### src/rtl/scl_pkg.sv
package scl_pkg;
  localparam int CNT_W = 16;

  typedef enum logic [1:0] {PH_IDLE, PH_LOW, PH_HIGH} scl_phase_e;

  // raise a written count to the register's floor
  function automatic logic [CNT_W-1:0] floor_cnt(input logic [CNT_W-1:0] v,
                                                 input logic [CNT_W-1:0] lim);
    return (v < lim) ? lim : v;
  endfunction

  // pick the count for a phase from the fast/high-speed pair
  function automatic logic [CNT_W-1:0] pick_cnt(input logic use_hs,
                                                input logic [CNT_W-1:0] fast_v,
                                                input logic [CNT_W-1:0] hs_v);
    return use_hs ? hs_v : fast_v;
  endfunction
endpackage

### src/rtl/scl_cnt_regs.sv
module scl_cnt_regs
  import scl_pkg::*;
#(
  parameter int AW = 8
) (
  input  logic             clk,
  input  logic             rst_n,
  input  logic             enable,
  input  logic             wr_en,
  input  logic [AW-1:0]    addr,
  input  logic [CNT_W-1:0] wdata,
  output logic [CNT_W-1:0] rdata,
  output logic [CNT_W-1:0] fs_low,
  output logic [CNT_W-1:0] fs_high,
  output logic [CNT_W-1:0] hs_low,
  output logic [CNT_W-1:0] hs_high
);
  localparam int NREG = 4;
  // index 0 fast low, 1 fast high, 2 high-speed low, 3 high-speed high
  localparam logic [AW-1:0]    OFS  [NREG] = '{AW'(32'h20), AW'(32'h1C), AW'(32'h28), AW'(32'h24)};
  localparam logic [CNT_W-1:0] RSTV [NREG] = '{16'h0064, 16'h003C, 16'h0010, 16'h0008};
  localparam logic [CNT_W-1:0] MINV [NREG] = '{16'd8, 16'd6, 16'd8, 16'd6};

  logic [CNT_W-1:0] cnt_q [NREG];
  logic [NREG-1:0]  hit;
  logic             wr_open;

  assign wr_open = wr_en && !enable;

  for (genvar i = 0; i < NREG; i++) begin : g_reg
    assign hit[i] = (addr == OFS[i]);

    always_ff @(posedge clk or negedge rst_n) begin
      if (!rst_n)                cnt_q[i] <= RSTV[i];
      else if (wr_open && hit[i]) cnt_q[i] <= floor_cnt(wdata, MINV[i]);
    end

    // locked while running
    p_lock_r2 : assert property (@(posedge clk) disable iff (!rst_n)
      enable |=> $stable(cnt_q[i]));
    // stored value never under its floor
    p_floor_r3 : assert property (@(posedge clk) disable iff (!rst_n)
      cnt_q[i] >= MINV[i]);
  end

  always_comb begin
    rdata = '0;
    for (int i = 0; i < NREG; i++)
      if (hit[i]) rdata = cnt_q[i];
  end

  assign fs_low  = cnt_q[0];
  assign fs_high = cnt_q[1];
  assign hs_low  = cnt_q[2];
  assign hs_high = cnt_q[3];

  // offsets are distinct, at most one register answers a read
  p_onehot_r4 : assert property (@(posedge clk) disable iff (!rst_n) $onehot0(hit));
endmodule

### src/rtl/scl_phase_ctr.sv
module scl_phase_ctr
  import scl_pkg::*;
(
  input  logic             clk,
  input  logic             rst_n,
  input  logic             enable,
  input  logic             hs_mode,
  input  logic             preamble,
  input  logic [CNT_W-1:0] fs_low,
  input  logic [CNT_W-1:0] fs_high,
  input  logic [CNT_W-1:0] hs_low,
  input  logic [CNT_W-1:0] hs_high,
  output logic             scl_out,
  output logic             low_strobe,
  output logic             high_strobe
);
  scl_phase_e       ph;
  logic [CNT_W-1:0] cnt;
  logic             hs_sel;
  logic             lo_stb_q, hi_stb_q;

  // named events for the assertions
  logic             phase_done, start_low, start_high, hs_now;
  logic [CNT_W-1:0] low_len, high_len;

  assign phase_done = (cnt == '0);
  assign start_low  = enable && (ph == PH_IDLE || (ph == PH_HIGH && phase_done));
  assign start_high = enable && (ph == PH_LOW && phase_done);
  assign hs_now     = hs_mode && !preamble;
  assign low_len    = pick_cnt(hs_now, fs_low, hs_low);
  assign high_len   = pick_cnt(hs_sel, fs_high, hs_high);

  always_ff @(posedge clk or negedge rst_n) begin
    if (!rst_n) begin
      ph       <= PH_IDLE;
      cnt      <= '0;
      hs_sel   <= 1'b0;
      lo_stb_q <= 1'b0;
      hi_stb_q <= 1'b0;
    end else begin
      lo_stb_q <= start_low;
      hi_stb_q <= start_high;
      if (!enable) begin
        ph  <= PH_IDLE;
        cnt <= '0;
      end else if (start_low) begin
        ph     <= PH_LOW;
        cnt    <= low_len - 1'b1;
        hs_sel <= hs_now;
      end else if (start_high) begin
        ph  <= PH_HIGH;
        cnt <= high_len - 1'b1;
      end else begin
        cnt <= cnt - 1'b1;
      end
    end
  end

  assign scl_out     = (ph != PH_LOW);
  assign low_strobe  = lo_stb_q;
  assign high_strobe = hi_stb_q;

  // released while disabled
  p_idle_rel_r5 : assert property (@(posedge clk) disable iff (!rst_n)
    !enable |=> (scl_out && !low_strobe && !high_strobe));
  // a low start pulls the line on the next cycle
  p_low_start_r6 : assert property (@(posedge clk) disable iff (!rst_n)
    start_low |=> !scl_out);
  // a high start releases the line on the next cycle
  p_high_start_r7 : assert property (@(posedge clk) disable iff (!rst_n)
    start_high |=> scl_out);
  // mode selection held between low starts
  p_sel_hold_r10 : assert property (@(posedge clk) disable iff (!rst_n)
    !start_low |=> $stable(hs_sel));
  // strobes exclusive and matched to line level
  p_strobe_excl_r11 : assert property (@(posedge clk) disable iff (!rst_n)
    !(low_strobe && high_strobe));
  p_lstb_lvl_r11 : assert property (@(posedge clk) disable iff (!rst_n)
    low_strobe |-> !scl_out);
  p_hstb_lvl_r11 : assert property (@(posedge clk) disable iff (!rst_n)
    high_strobe |-> scl_out);
endmodule

### src/rtl/scl_period_gen.sv
module scl_period_gen
  import scl_pkg::*;
#(
  parameter int AW = 8
) (
  input  logic             clk,
  input  logic             rst_n,
  input  logic             enable,
  input  logic             hs_mode,
  input  logic             preamble,
  input  logic             wr_en,
  input  logic [AW-1:0]    addr,
  input  logic [CNT_W-1:0] wdata,
  output logic [CNT_W-1:0] rdata,
  output logic             scl_out,
  output logic             low_strobe,
  output logic             high_strobe
);
  logic [CNT_W-1:0] fs_low, fs_high, hs_low, hs_high;

  scl_cnt_regs #(.AW(AW)) u_regs (
    .clk     (clk),
    .rst_n   (rst_n),
    .enable  (enable),
    .wr_en   (wr_en),
    .addr    (addr),
    .wdata   (wdata),
    .rdata   (rdata),
    .fs_low  (fs_low),
    .fs_high (fs_high),
    .hs_low  (hs_low),
    .hs_high (hs_high)
  );

  scl_phase_ctr u_phase (
    .clk         (clk),
    .rst_n       (rst_n),
    .enable      (enable),
    .hs_mode     (hs_mode),
    .preamble    (preamble),
    .fs_low      (fs_low),
    .fs_high     (fs_high),
    .hs_low      (hs_low),
    .hs_high     (hs_high),
    .scl_out     (scl_out),
    .low_strobe  (low_strobe),
    .high_strobe (high_strobe)
  );
endmodule

### config.mk
export PLATFORM = sky130hd
export DESIGN_NAME = scl_period_gen
export DESIGN_NICKNAME = d
export VERILOG_FILES = /design/src/rtl/scl_pkg.sv /design/src/rtl/scl_cnt_regs.sv /design/src/rtl/scl_phase_ctr.sv /design/src/rtl/scl_period_gen.sv
export SDC_FILE = /design/constraint.sdc
export NUM_CORES = 1
export LEC_CHECK = 0
export ABC_AREA = 1
export BUFFER_PORTS_ARGS = -buffer_cell sky130_fd_sc_hd__buf_2
export CORE_MARGIN = 2
export CORE_UTILIZATION = 45
export DETAILED_ROUTE_END_ITERATION = 7
export HOLD_SLACK_MARGIN = 0.1
export PLACE_DENSITY = 0.68
export SLEW_MARGIN = 20
export SYNTH_ARGS = -nofsm -noshare
export SYNTH_HDL_FRONTEND = slang
export SYNTH_SLANG_ARGS = --single-unit
### constraint.sdc
create_clock -name clk -period 4.2 [get_ports clk]
set_clock_uncertainty 0.2 [all_clocks]
set_input_delay 1.26 -clock clk [delete_from_list [all_inputs] [get_ports clk]]
set_output_delay 1.26 -clock clk [all_outputs]
set_load 0.01 [all_outputs]
==> results.md <==
Clock network:
- The clock tree buffer depth is 2.
- At the later pin of the worst-skew pair, clock insertion delay measures 0.35 ns.
- Clock tree synthesis found a total of 85 sinks.
- The root buffer cell is sky130_fd_sc_hd__clkbuf_8.
- The post-CTS clock slew at the launch and capture registers of the worst setup and hold paths is 0.09 ns.
- The H-tree depth is 3.
- TritonCTS built the clock tree.
- The number of clock buffers inserted by TritonCTS is 9.

Synth:
- The synthesized netlist contains 31 unique library cells.
- A synthesized cell averages 6.84 um^2.
- Summing every instance area after synthesis gives 4960 um^2.
- The number of instances in the synthesized netlist is 725.
- Sequential cells were found to cover 43.1% of the synthesized design area.
- The number of warnings printed during yosys synthesis is 0.
- Counting flops with an async set or reset pin after synthesis yields a share of 100%.
- The cell with the most instances after synthesis is sky130_fd_sc_hd__nand2_1.
- In this run the biggest area consumer among cell types represents 38.4% of the synthesized area.
- Synthesis inferred 85 register bits.
- The post-synthesis cell type with the largest combined area is sky130_fd_sc_hd__dfrtp_1.
- Yosys attributes the largest share of cell area to sky130_fd_sc_hd__dfrtp_1, sky130_fd_sc_hd__nand2_1, sky130_fd_sc_hd__o21ai_0, sky130_fd_sc_hd__inv_1, sky130_fd_sc_hd__dfstp_2.
- The count of flip-flops with a built-in enable after synthesis is 0.
- Counting every net in the synthesized netlist gives 756.
- Ranked by instance count, the synthesized netlist is headed by sky130_fd_sc_hd__nand2_1, sky130_fd_sc_hd__o21ai_0, sky130_fd_sc_hd__inv_1.
- For this run, the leading register cell type out of synthesis is sky130_fd_sc_hd__dfrtp_1.

Pwr:
- The worst-case IR drop observed on VDD is 184 uV.
- The sum of internal, switching and leakage power is 2150 uW.
- Summed over all cells, the static leakage comes to 0.00280 uW.
- For this design the ratio of total power to cell area is 384 nW/um^2.

STA:
- The max-slew violation count came to 0.
- The worst-case headroom to the max-slew limit is 26.9%.
- The portion of the clock cycle consumed by the worst path in the final layout is 95.0%.
- Setup repair after global routing left no endpoint under its margin.
- The final hold violation count is 0.
- The setup TNS is 0 ns.
- Across all hold checks on the routed design, the worst slack comes to 0.293 ns.
- At the pin with the least slew margin, the transition time is 1.10 ns.
- The achievable clock frequency is 251 MHz.
- The minimum clock period after layout is 3.99 ns.
- The total setup violations reported at the end of the flow is 0.

Route:
- The number of remaining DRC errors is 0.
- The number of DRC violations after detailed-routing iteration 0 is 320.
- The count of TritonRoute iterations in the first routing pass is 7.
- The aggregate routed wire length is 13600 um.
- In the final routed layout, each cell accounts on average for 14.8 um.
- The detail route stage leaves a number of antenna-violating nets equal to 0.
- Dividing the detail-routed via count by the number of cells gives 5.24.
- The routed via count is 4811.

Global route:
- The via count of the first global-routing pass is 4559.
- The first-pass GRT wire length is 22700 um.
- The initial antenna violation count came to 0.
- The global-route congestion overflow total is 0.
- The overall track demand over capacity in global routing is 24.7%.
- Entering global routing, the biggest net connects 47 pins.

Die:
- The count of boundary I/O pins is 49.
- The vertical die dimension is 109 um.
- For this configuration, the core starts out at a cell density of 45.9%.
- Row generation in the floorplan step produced 38 rows.
- The horizontal extent of the die is 109 um.
- The area of the die is 11900 um^2.
- In this run the standard cell core region covers 10800 um^2.

Setup path:
- The slowest stage of the critical path belongs to the cell sky130_fd_sc_hd__buf_2.
- For this run, the slowest stage of the critical path takes 0.20 ns.
- The nature of the critical path startpoint is a primary input.
- The data required time at the worst endpoint is 2.74 ns.
- The peak fanout along the critical path is 14.
- The sort of element at the end of the critical path is an output pin.
- The critical path starts at addr[1].
- The data arrival time of the critical path is 2.53 ns.
- By startpoint and endpoint, the worst setup path is classified as primary input to output pin.
- The beginning of the worst register-to-register path is u_phase.hs_sel$_DFFE_PN0P_.
- Traced cell by cell, the critical path runs through buf_2 -> nor2_2 -> inv_1 -> nor3_1 -> nand2_1 -> inv_1 -> buf_12 -> nand2_1 -> o2111ai_1 -> buf_2.

Finish:
- The count of antenna diodes in the layout is 0.
- The area growth from synthesis to layout is 13.1%.
- The final standard cell count with taps included and fillers excluded is 918.
- The number of nets at the end of the flow is 804.
- The post-route netlist has 13.5% of its cells at a drive strength greater than 1.

Place:
- The total instance count after detailed placement is 901.
- The congestion estimate from routability-driven global placement came to 0.877.
- The detailed-placement wirelength estimate is 10100 um.
- The quantity of I/O buffers inserted on ports is 48.

Outcome:
- The flow ran to the end, and the final reports show no timing, DRC or antenna violations.

Run:
- The max-capacitance violation count is 0.

Worst hold path:
- In this run the most critical hold path is launched from u_regs.fs_high[10]$_DFFE_PN0P_.
- The path class of the tightest hold or removal check is flip-flop to flip-flop.
## stage by stage
step | setup WS (ns) | utilization, % | area [um^2]
floorplan | 0.259 | - | 4960
global route | 0.00670 | 51.9 | 5610
global placement | 0.133 | 50.0 | 5390
finish | 0.208 | 51.9 | 5610
detailed placement | 0.0965 | 50.0 | 5390
CTS | 0.0967 | 51.8 | 5590
## layout make-up
type	count	area, um^2
fillers	1038	5190
inverters	96	362
clock buffers	12	145
well taps	140	175
multi-input cells	512	2330
clock inverters	4	47.5
repair buffers	69	413
flip-flops and latches	85	2140
## critical path: cells and delay by family
kind / cells / cell delay (ns)
AO/OA/AOI/OAI: 1 / 0.18
AND/OR/NAND/NOR: 4 / 0.44
buffers and inverters: 5 / 0.64
## what timing repair did
item | 4_1_cts | 5_1_grt
gates resized for setup | 0 | 4
setup endpoints to repair | 0 | 15
buffers inserted | 0 | 1
hold buffers | 0 | 0
## flip-flops by register name, indices dropped and copies added (netlist names)
register	flops
u_regs.fs_high	16
u_regs.hs_high	16
u_regs.fs_low	16
u_phase.cnt	16
u_regs.hs_low	16
u_phase.low_strobe	1
u_phase.hs_sel	1
u_phase.ph	2
u_phase.high_strobe	1
## cells in the final DEF (no fill, tap or decap), types with 2 or more instances in the layout
cell type	n
sky130_fd_sc_hd__nand2_1	241
sky130_fd_sc_hd__o21ai_0	103
sky130_fd_sc_hd__inv_1	93
sky130_fd_sc_hd__dfrtp_1	76
sky130_fd_sc_hd__nor2_1	58
sky130_fd_sc_hd__buf_2	47
sky130_fd_sc_hd__nand3_1	42
sky130_fd_sc_hd__buf_4	21
sky130_fd_sc_hd__o2111ai_1	14
sky130_fd_sc_hd__a21oi_1	12
sky130_fd_sc_hd__clkbuf_8	10
sky130_fd_sc_hd__nand4_1	9
sky130_fd_sc_hd__dfstp_2	9
sky130_fd_sc_hd__nor2_2	5
sky130_fd_sc_hd__nor3_1	5
sky130_fd_sc_hd__o21ai_1	4
sky130_fd_sc_hd__nand2_2	3
sky130_fd_sc_hd__clkinv_2	3
sky130_fd_sc_hd__nand3b_1	2
sky130_fd_sc_hd__or2_0	2
sky130_fd_sc_hd__o211ai_1	2
sky130_fd_sc_hd__a221oi_1	2
sky130_fd_sc_hd__clkbuf_1	2
## where the power goes
part | switching (uW) | total (uW) | leakage [uW] | internal (uW)
Sequential | 67.8 | 956 | 0.00108 | 888
Combinational | 420 | 621 | 0.00162 | 201
Clock | 287 | 577 | 0.0000964 | 290
## per-layer routing
| layer | vias up | wire (um) | GRT usage [%] |
|---|---|---|---|
| met3 | 17 | 897 | 5.08 |
| met2 | 150 | 6380 | 39.7 |
| met4 | 0 | 202 | 7.97 |
| met5 | - | 0 | 0 |
| li1 | 2402 | - | - |
| met1 | 2242 | 6110 | 33.6 |
## cell families after synthesis
group	share of synthesized area [%]
AND/OR/NAND/NOR	30.7
AO/OA/AOI/OAI	15.3
buffers and inverters	10.2
flip-flops	43.1
XOR/XNOR	0.177
multiplexers	0.202
adder cells (fa/ha/maj)	0.252
## final timing paths
kind	end	slack (ns)	cells after the start
max	rdata[5]	0.21	10
min	u_regs.fs_high[10]$_DFFE_PN0P_	0.29	2
max reg2reg	u_phase.cnt[11]$_DFF_PN0_	1.25	11
min reg2reg	u_regs.fs_high[10]$_DFFE_PN0P_	0.29	2
max in group asynchronous	u_regs.fs_high[4]$_DFFE_PN1P_	2.31	2
min in group asynchronous	u_phase.ph[0]$_DFFE_PN0P_	0.71	1
(Power assumes the default switching activity.)
